### src/rtl/cmd_post_unit.sv
module cmd_post_unit #(
  parameter int DW = 16,
  parameter int AW = 16
) (
  input  logic          clk,
  input  logic          rst_n,
  input  logic          ctl_valid,
  output logic          ctl_ready,
  input  logic [AW-1:0] ctl_base,
  input  logic [DW-1:0] ctl_word,
  input  logic          ev_valid,
  output logic          ev_ready,
  input  logic          ev_sel,
  input  logic [1:0]    ev_code,
  input  logic [DW-1:0] hw_status,
  output logic          iface_ctl_valid,
  output logic [DW-1:0] iface_ctl_word,
  output logic          wake_clr,
  output logic          out_ptr_clr,
  output logic          mem_req,
  output logic          mem_we,
  output logic [AW-1:0] mem_addr,
  output logic [DW-1:0] mem_wdata,
  input  logic [DW-1:0] mem_rdata,
  input  logic          mem_ack,
  input  logic [DW-1:0] irq_ack,
  output logic [DW-1:0] irq_pend
);
  localparam logic [3:0] CTL_OFF = 4'd6;
  localparam logic [3:0] IN_OFF  = 4'd8;
  localparam logic [3:0] OUT_OFF = 4'd10;
  localparam logic [DW-1:0] ST_DONE = DW'(10'o777);
  localparam logic [DW-1:0] ST_OVF  = DW'(10'o1377);
  localparam logic [DW-1:0] ST_ZERO = DW'(10'o1777);

  typedef enum logic [1:0] {IDLE, WPOST, RMASK} st_t;

  st_t           st;
  logic [AW-1:0] base_q;
  logic [3:0]    off_q;
  logic [DW-1:0] code_q;
  logic [AW-1:0] post_addr;
  logic          ctl_fire, ev_fire, merge;

  function automatic logic [DW-1:0] code_of(input logic [1:0] c);
    case (c)
      2'd1:    return ST_OVF;
      2'd2:    return ST_ZERO;
      default: return ST_DONE;
    endcase
  endfunction

  assign ctl_ready = (st == IDLE);
  assign ev_ready  = (st == IDLE) && !ctl_valid;
  assign ctl_fire  = ctl_valid && ctl_ready;
  assign ev_fire   = ev_valid && ev_ready;

  assign post_addr = base_q + AW'(off_q);
  assign mem_req   = (st != IDLE);
  assign mem_we    = (st == WPOST);
  assign mem_addr  = (st == RMASK) ? post_addr + AW'(1) : post_addr;
  assign mem_wdata = (st == WPOST) ? (code_q & hw_status) : '0;
  assign merge     = (st == RMASK) && mem_ack;

  always_ff @(posedge clk) begin
    if (!rst_n) begin
      st              <= IDLE;
      base_q          <= '0;
      off_q           <= '0;
      code_q          <= '0;
      iface_ctl_valid <= 1'b0;
      iface_ctl_word  <= '0;
      wake_clr        <= 1'b0;
      out_ptr_clr     <= 1'b0;
      irq_pend        <= '0;
    end else begin
      iface_ctl_valid <= 1'b0;
      wake_clr        <= 1'b0;
      out_ptr_clr     <= 1'b0;
      irq_pend        <= (irq_pend & ~irq_ack) | (merge ? mem_rdata : '0);
      case (st)
        IDLE: begin
          if (ctl_fire) begin
            base_q          <= ctl_base;
            off_q           <= CTL_OFF;
            code_q          <= ST_DONE;
            iface_ctl_valid <= 1'b1;
            iface_ctl_word  <= ctl_word;
            wake_clr        <= 1'b1;
            out_ptr_clr     <= (ctl_word == DW'(1));
            st              <= WPOST;
          end else if (ev_fire) begin
            off_q  <= ev_sel ? OUT_OFF : IN_OFF;
            code_q <= code_of(ev_code);
            st     <= WPOST;
          end
        end
        WPOST: if (mem_ack) st <= RMASK;
        RMASK: if (mem_ack) st <= IDLE;
        default: st <= IDLE;
      endcase
    end
  end
endmodule

### config.mk
export PLATFORM = sky130hd
export DESIGN_NAME = cmd_post_unit
export DESIGN_NICKNAME = d
export VERILOG_FILES = /design/src/rtl/cmd_post_unit.sv
export SDC_FILE = /design/constraint.sdc
export NUM_CORES = 1
export LEC_CHECK = 0
export CAP_MARGIN = 30
export CORE_MARGIN = 2
export CORE_UTILIZATION = 32
export CTS_CLUSTER_DIAMETER = 100
export DETAILED_ROUTE_END_ITERATION = 8
export DONT_BUFFER_PORTS = 1
export HOLD_SLACK_MARGIN = 0.1
export PLACE_DENSITY = 0.54
export SYNTH_ARGS = -nofsm -noshare
export SYNTH_HDL_FRONTEND = slang
export SYNTH_SLANG_ARGS = --single-unit
### constraint.sdc
create_clock -name clk -period 6.1 [get_ports clk]
set_input_delay 1.22 -clock clk [delete_from_list [all_inputs] [get_ports clk]]
set_output_delay 1.22 -clock clk [all_outputs]
set_load 0.005 [all_outputs]
Yosys cells after proc, flatten, opt, wreduce, memory -nomap -nowiden
Index checks and enable logic that the tools add are counted.
{"block": "classes", "n_reduce_logical": 13, "eq_ne": 8, "addsub": 2, "n_mux": 15, "bitwise": 4}
{"operator": "two-way mux 16 bit", "n": 5}
{"operator": "bitwise AND 16 bit", "n": 2}
{"operator": "case mux 10 bit (2 select lines)", "n": 1}
{"operator": "adder 16 x 1 -> 16 bit (second input constant)", "n": 1}
{"operator": "adder 16 x 4 -> 16 bit", "n": 1}
{"operator": "equality test 16 x 1 -> 1 bit (second input constant)", "n": 1}
{"operator": "NOT 16 bit", "n": 1}
{"operator": "OR 16 bit", "n": 1}
{"operator": "two-way mux 2 bit", "n": 5}
{"operator": "two-way mux 4 bit", "n": 2}
{"operator": "case mux 2 bit (3 select lines)", "n": 1}
{"operator": "AND reduction 2 bit", "n": 3}
{"operator": "AND reduction 3 bit", "n": 2}
{"operator": "equality test 2 x 1 -> 1 bit (second input constant)", "n": 2}
{"operator": "equality test 2 bit (second input constant)", "n": 2}
{"operator": "logical AND 1 bit", "n": 4}
{"operator": "nonzero test 2 bit", "n": 2}
{"operator": "inequality test 3 x 1 -> 1 bit (second input constant)", "n": 1}
{"operator": "zero test 2 bit", "n": 1}
{"operator": "inequality test 2 x 1 -> 1 bit (second input constant)", "n": 1}
{"operator": "inequality test 2 bit (second input constant)", "n": 1}
{"operator": "zero test 1 bit", "n": 1}
{"operator": "two-way mux 1 bit", "n": 1}
{"block": "word_totals", "ff_bits": 72, "out_inout_bits": 71}

Logic depth before layout (Yosys ltp)
{"block": "logic_depth", "ltp_word": 6, "depth_mapped": 9, "mapped_depth_nobuf": 9}

Worst setup path before layout
OpenSTA, ideal clock, no wires.
{"block": "synth_timing", "path_kind": "register to output", "from": "register base_q[1]", "to": "output mem_addr[13]", "stages_incl_launch_ff": 9, "path_buffers": 0, "arrival_ps": 2392, "path_slack_ps": 2488, "path_cell_list": "dfxtp_1 -> ha_1 -> fa_1 -> a21o_1 -> or4_1 -> o221a_4 -> nor3_4 -> mux2i_1 -> xor2_1"}
{"block": "synth_between", "elab_chain_len": 3}
{"element": "start: declaration", "line_no": "39", "text": "logic [AW-1:0] base_q;"}
{"element": "start signal: assignment", "line_no": "84", "text": "base_q <= ctl_base;"}
{"element": "adder 16 x 4 -> 16 bit (*)", "line_no": "58", "text": "assign post_addr = base_q + AW'(off_q);"}
{"element": "adder 16 x 1 -> 16 bit", "line_no": "61", "text": "assign mem_addr = (st == RMASK) ? post_addr + AW'(1) : post_addr;"}
{"element": "two-way mux 16 bit (*)", "line_no": "61"}
{"element": "end: declaration", "line_no": "22", "text": "output logic [AW-1:0] mem_addr,"}
Mark *: on every way between the ends. The rest lies on a longest branch, timed or not.

Final worst setup path
Same ends and word-level chain as after synthesis.

==> metrics <==
Final WS setup between 1.5 and 2 ns; hold_buf cts 0; row cnt 35; Sink Count 58; Reg clk slew, reported paths 0.07 ns; Final Setup Violations 0; HP Class reg -> reg; area grow syn2layout 8.708%; clk buf depth 2; run status finished clean; met2 Use GR 22.26%; M3 GR Usage 4.438%; Total GRT Usage 14.39%; Residual DRC 0; Mean Syn Cell Area 8.094 um2; Worst-Margin Slew around 0.62 ns; vias between 2000 and 2500; antenna cells 0; vias per inst 5.042; TritonCTS buffer count 9; Synth async-reset ratio 0%; htree depth 3; largest net degree at the start of global routing 58; Top Ports 159; RSZ-0062 raised after global routing false; Worst setup EP type primary output; commonest cells after routing, fill and taps aside 84 x nand2_1, 58 x dfxtp_1, 34 x nor2b_1, 32 x a21boi_0, 25 x a21oi_1; Pre-antenna DRT Iters 4; final slew viol count 0; gp weighted congestion 0.7358; MaxCap Viol Count 0; Power, Total about 0.89 mW; total gr overflow 0; nets@finish 458; peak supply drop around 0.13 mV; minimum clock period approximately 4.1 ns; worst setup path class reg -> out; synth unique cells 47; Slew headroom 58.57%; Post-DRT Antenna Nets 0; Total Wirelength 7123 um; wire per inst 14.84 um; PwrDens 273.6 nW/um2; GRT busiest layer met2; Max FO, Critical Path 5; TritonCTS clock tree built; tightest hold margin 0.4782 ns; Die Width 100.9 um; Ys Warns 0; Setup Skew 0.008384 ns; post_cts resized 0; DR iter-0 viols 95; Syn Std Cell Area 3003 um2; first-pass GRT wire length 11470 um; pre-CTS setup slack 2.319 ns; cell area after layout roughly 3300 um2; Startpoint Class register; leakage 1.233 nW; fmax approximately 240 MHz; number of port buffers 0; hpwl dp 5239 um; period utilisation layout between 60 and 70%; Hold Fails Final Rpt 0; sequential share of the synthesized area approximately two fifths; root buf cell clkbuf_8; layout cells sized above 1 ~6.8%; clock latency on the worst-skew pair 0.33 ns; commonest non-fill, non-tap cell in the layout nand2_1; antenna violations before repair 0; post-CTS setup buffer count 0; number of global-route vias before repair roughly 2200; CP Data Arrival Time 2.90 ns; Post-synth EDFFs 0; die height a little over 100 um; Synth Instances 371; CP required 4.88 ns; Initial Util between 30 and 40%; Final TNS setup 0 ns; routing usage on met1 18.59%; core area 9153 um2; Post-DP Area approximately 3000 um2; Most used DFF post-synth dfxtp_1; Die ar. 10170 um2; count of state elements after synthesis a little under 60
[critical path: stages, from the launching register on]
cell	delay [ns]
dfxtp_1	0.32
ha_1	0.22
fa_1	0.43
a21o_1	0.26
or4_1	0.55
o221a_4	0.16
nor3_4	0.19
mux2i_1	0.24
xor2_1	0.21
[stage by stage]
step                      cells  util [%]
after CTS                   480     35.67
after global placement      464     33.29
final                       480     35.67
after global routing        480     35.67
after detailed placement    464     33.29
after floorplan             376         -
[Yosys cell counts (2+ instances only)]
master	number	share of area, %
a21boi_0	32	8.0
a21o_1	2	0.50
a21oi_1	25	4.2
and2_1	4	0.83
and3_1	13	2.7
buf_4	7	1.7
clkbuf_1	16	2.0
dfxtp_1	58	39
ha_1	5	2.1
inv_1	5	0.63
nand2_1	84	10
nand3_1	2	0.33
nand3_2	2	0.67
nand3b_1	2	0.50
nand4_1	3	0.63
nor2_1	16	2.0
nor2b_1	34	7.1
nor3_1	5	0.83
nor4_1	3	0.63
o21ai_0	5	0.83
o32a_1	2	0.67
or4_1	2	0.50
xnor2_1	15	4.4
xor2_1	6	1.7
[sequential cells by signal (all words and copies together) (netlist names)]
signal / flops
off_q: 3
code_q: 3
st: 2
irq_pend: 16
iface_ctl_word: 16
wake_clr: 1
base_q: 16
out_ptr_clr: 1
[report_power, final]
group          leakage, nW  internal [mW]  total [mW]  switching (mW)
sequential           0.474          0.399       0.420          0.0208
combinational        0.654         0.0360      0.0873          0.0513
clock                0.105          0.229       0.386           0.157
total                 1.23          0.664       0.893           0.229
[layout make-up]
| cell class | instances | area, um2 |
|---|---|---|
| repair buffers | 2 | 15.01 |
| fillers | 979 | 5888 |
| flip-flops and latches | 58 | 1161 |
| clock buffers | 9 | 123.9 |
| inverters | 5 | 18.77 |
| multi-input cells | 288 | 1713 |
| clock inverters | 7 | 93.84 |
| well taps | 111 | 138.9 |
[cell families (layout without fill, tap and decap cells)]
| kind of cell | Yosys count | after routing | share of synthesized area [%] |
|---|---|---|---|
| and+or+nand+nor | 178 | 178 | 29.75 |
| AOI/OAI and AO/OA | 74 | 74 | 16.63 |
| DFF | 58 | 58 | 38.67 |
| buffers and inverters | 30 | 23 | 4.917 |
| xor gates and xnor gates | 21 | 21 | 6.125 |
| adders and majority gates | 7 | 7 | 3.083 |
| muxes | 2 | 2 | 0.7083 |
| other | 1 | 6 | 0.1249 |
[layer usage]
layer,vias to the layer above,wire (um)
li1,1220,-
met1,1114,3130
met2,78,3428
met3,8,467
met4,0,96
met5,-,0
[worst paths after layout]
| kind | to | start | depth (start not counted) | slack (ns) |
|---|---|---|---|---|
| worst max-delay path | mem_addr[13] | base_q[1] | 8 | 1.98 |
| worst min-delay path | base_q[3] | base_q[3] | 2 | 0.48 |
| worst max register to register | base_q[13] | st[1] | 5 | 4.19 |
| worst min register to register | base_q[3] | base_q[3] | 2 | 0.48 |
Note: power is estimated with default switching activity, not from simulation.
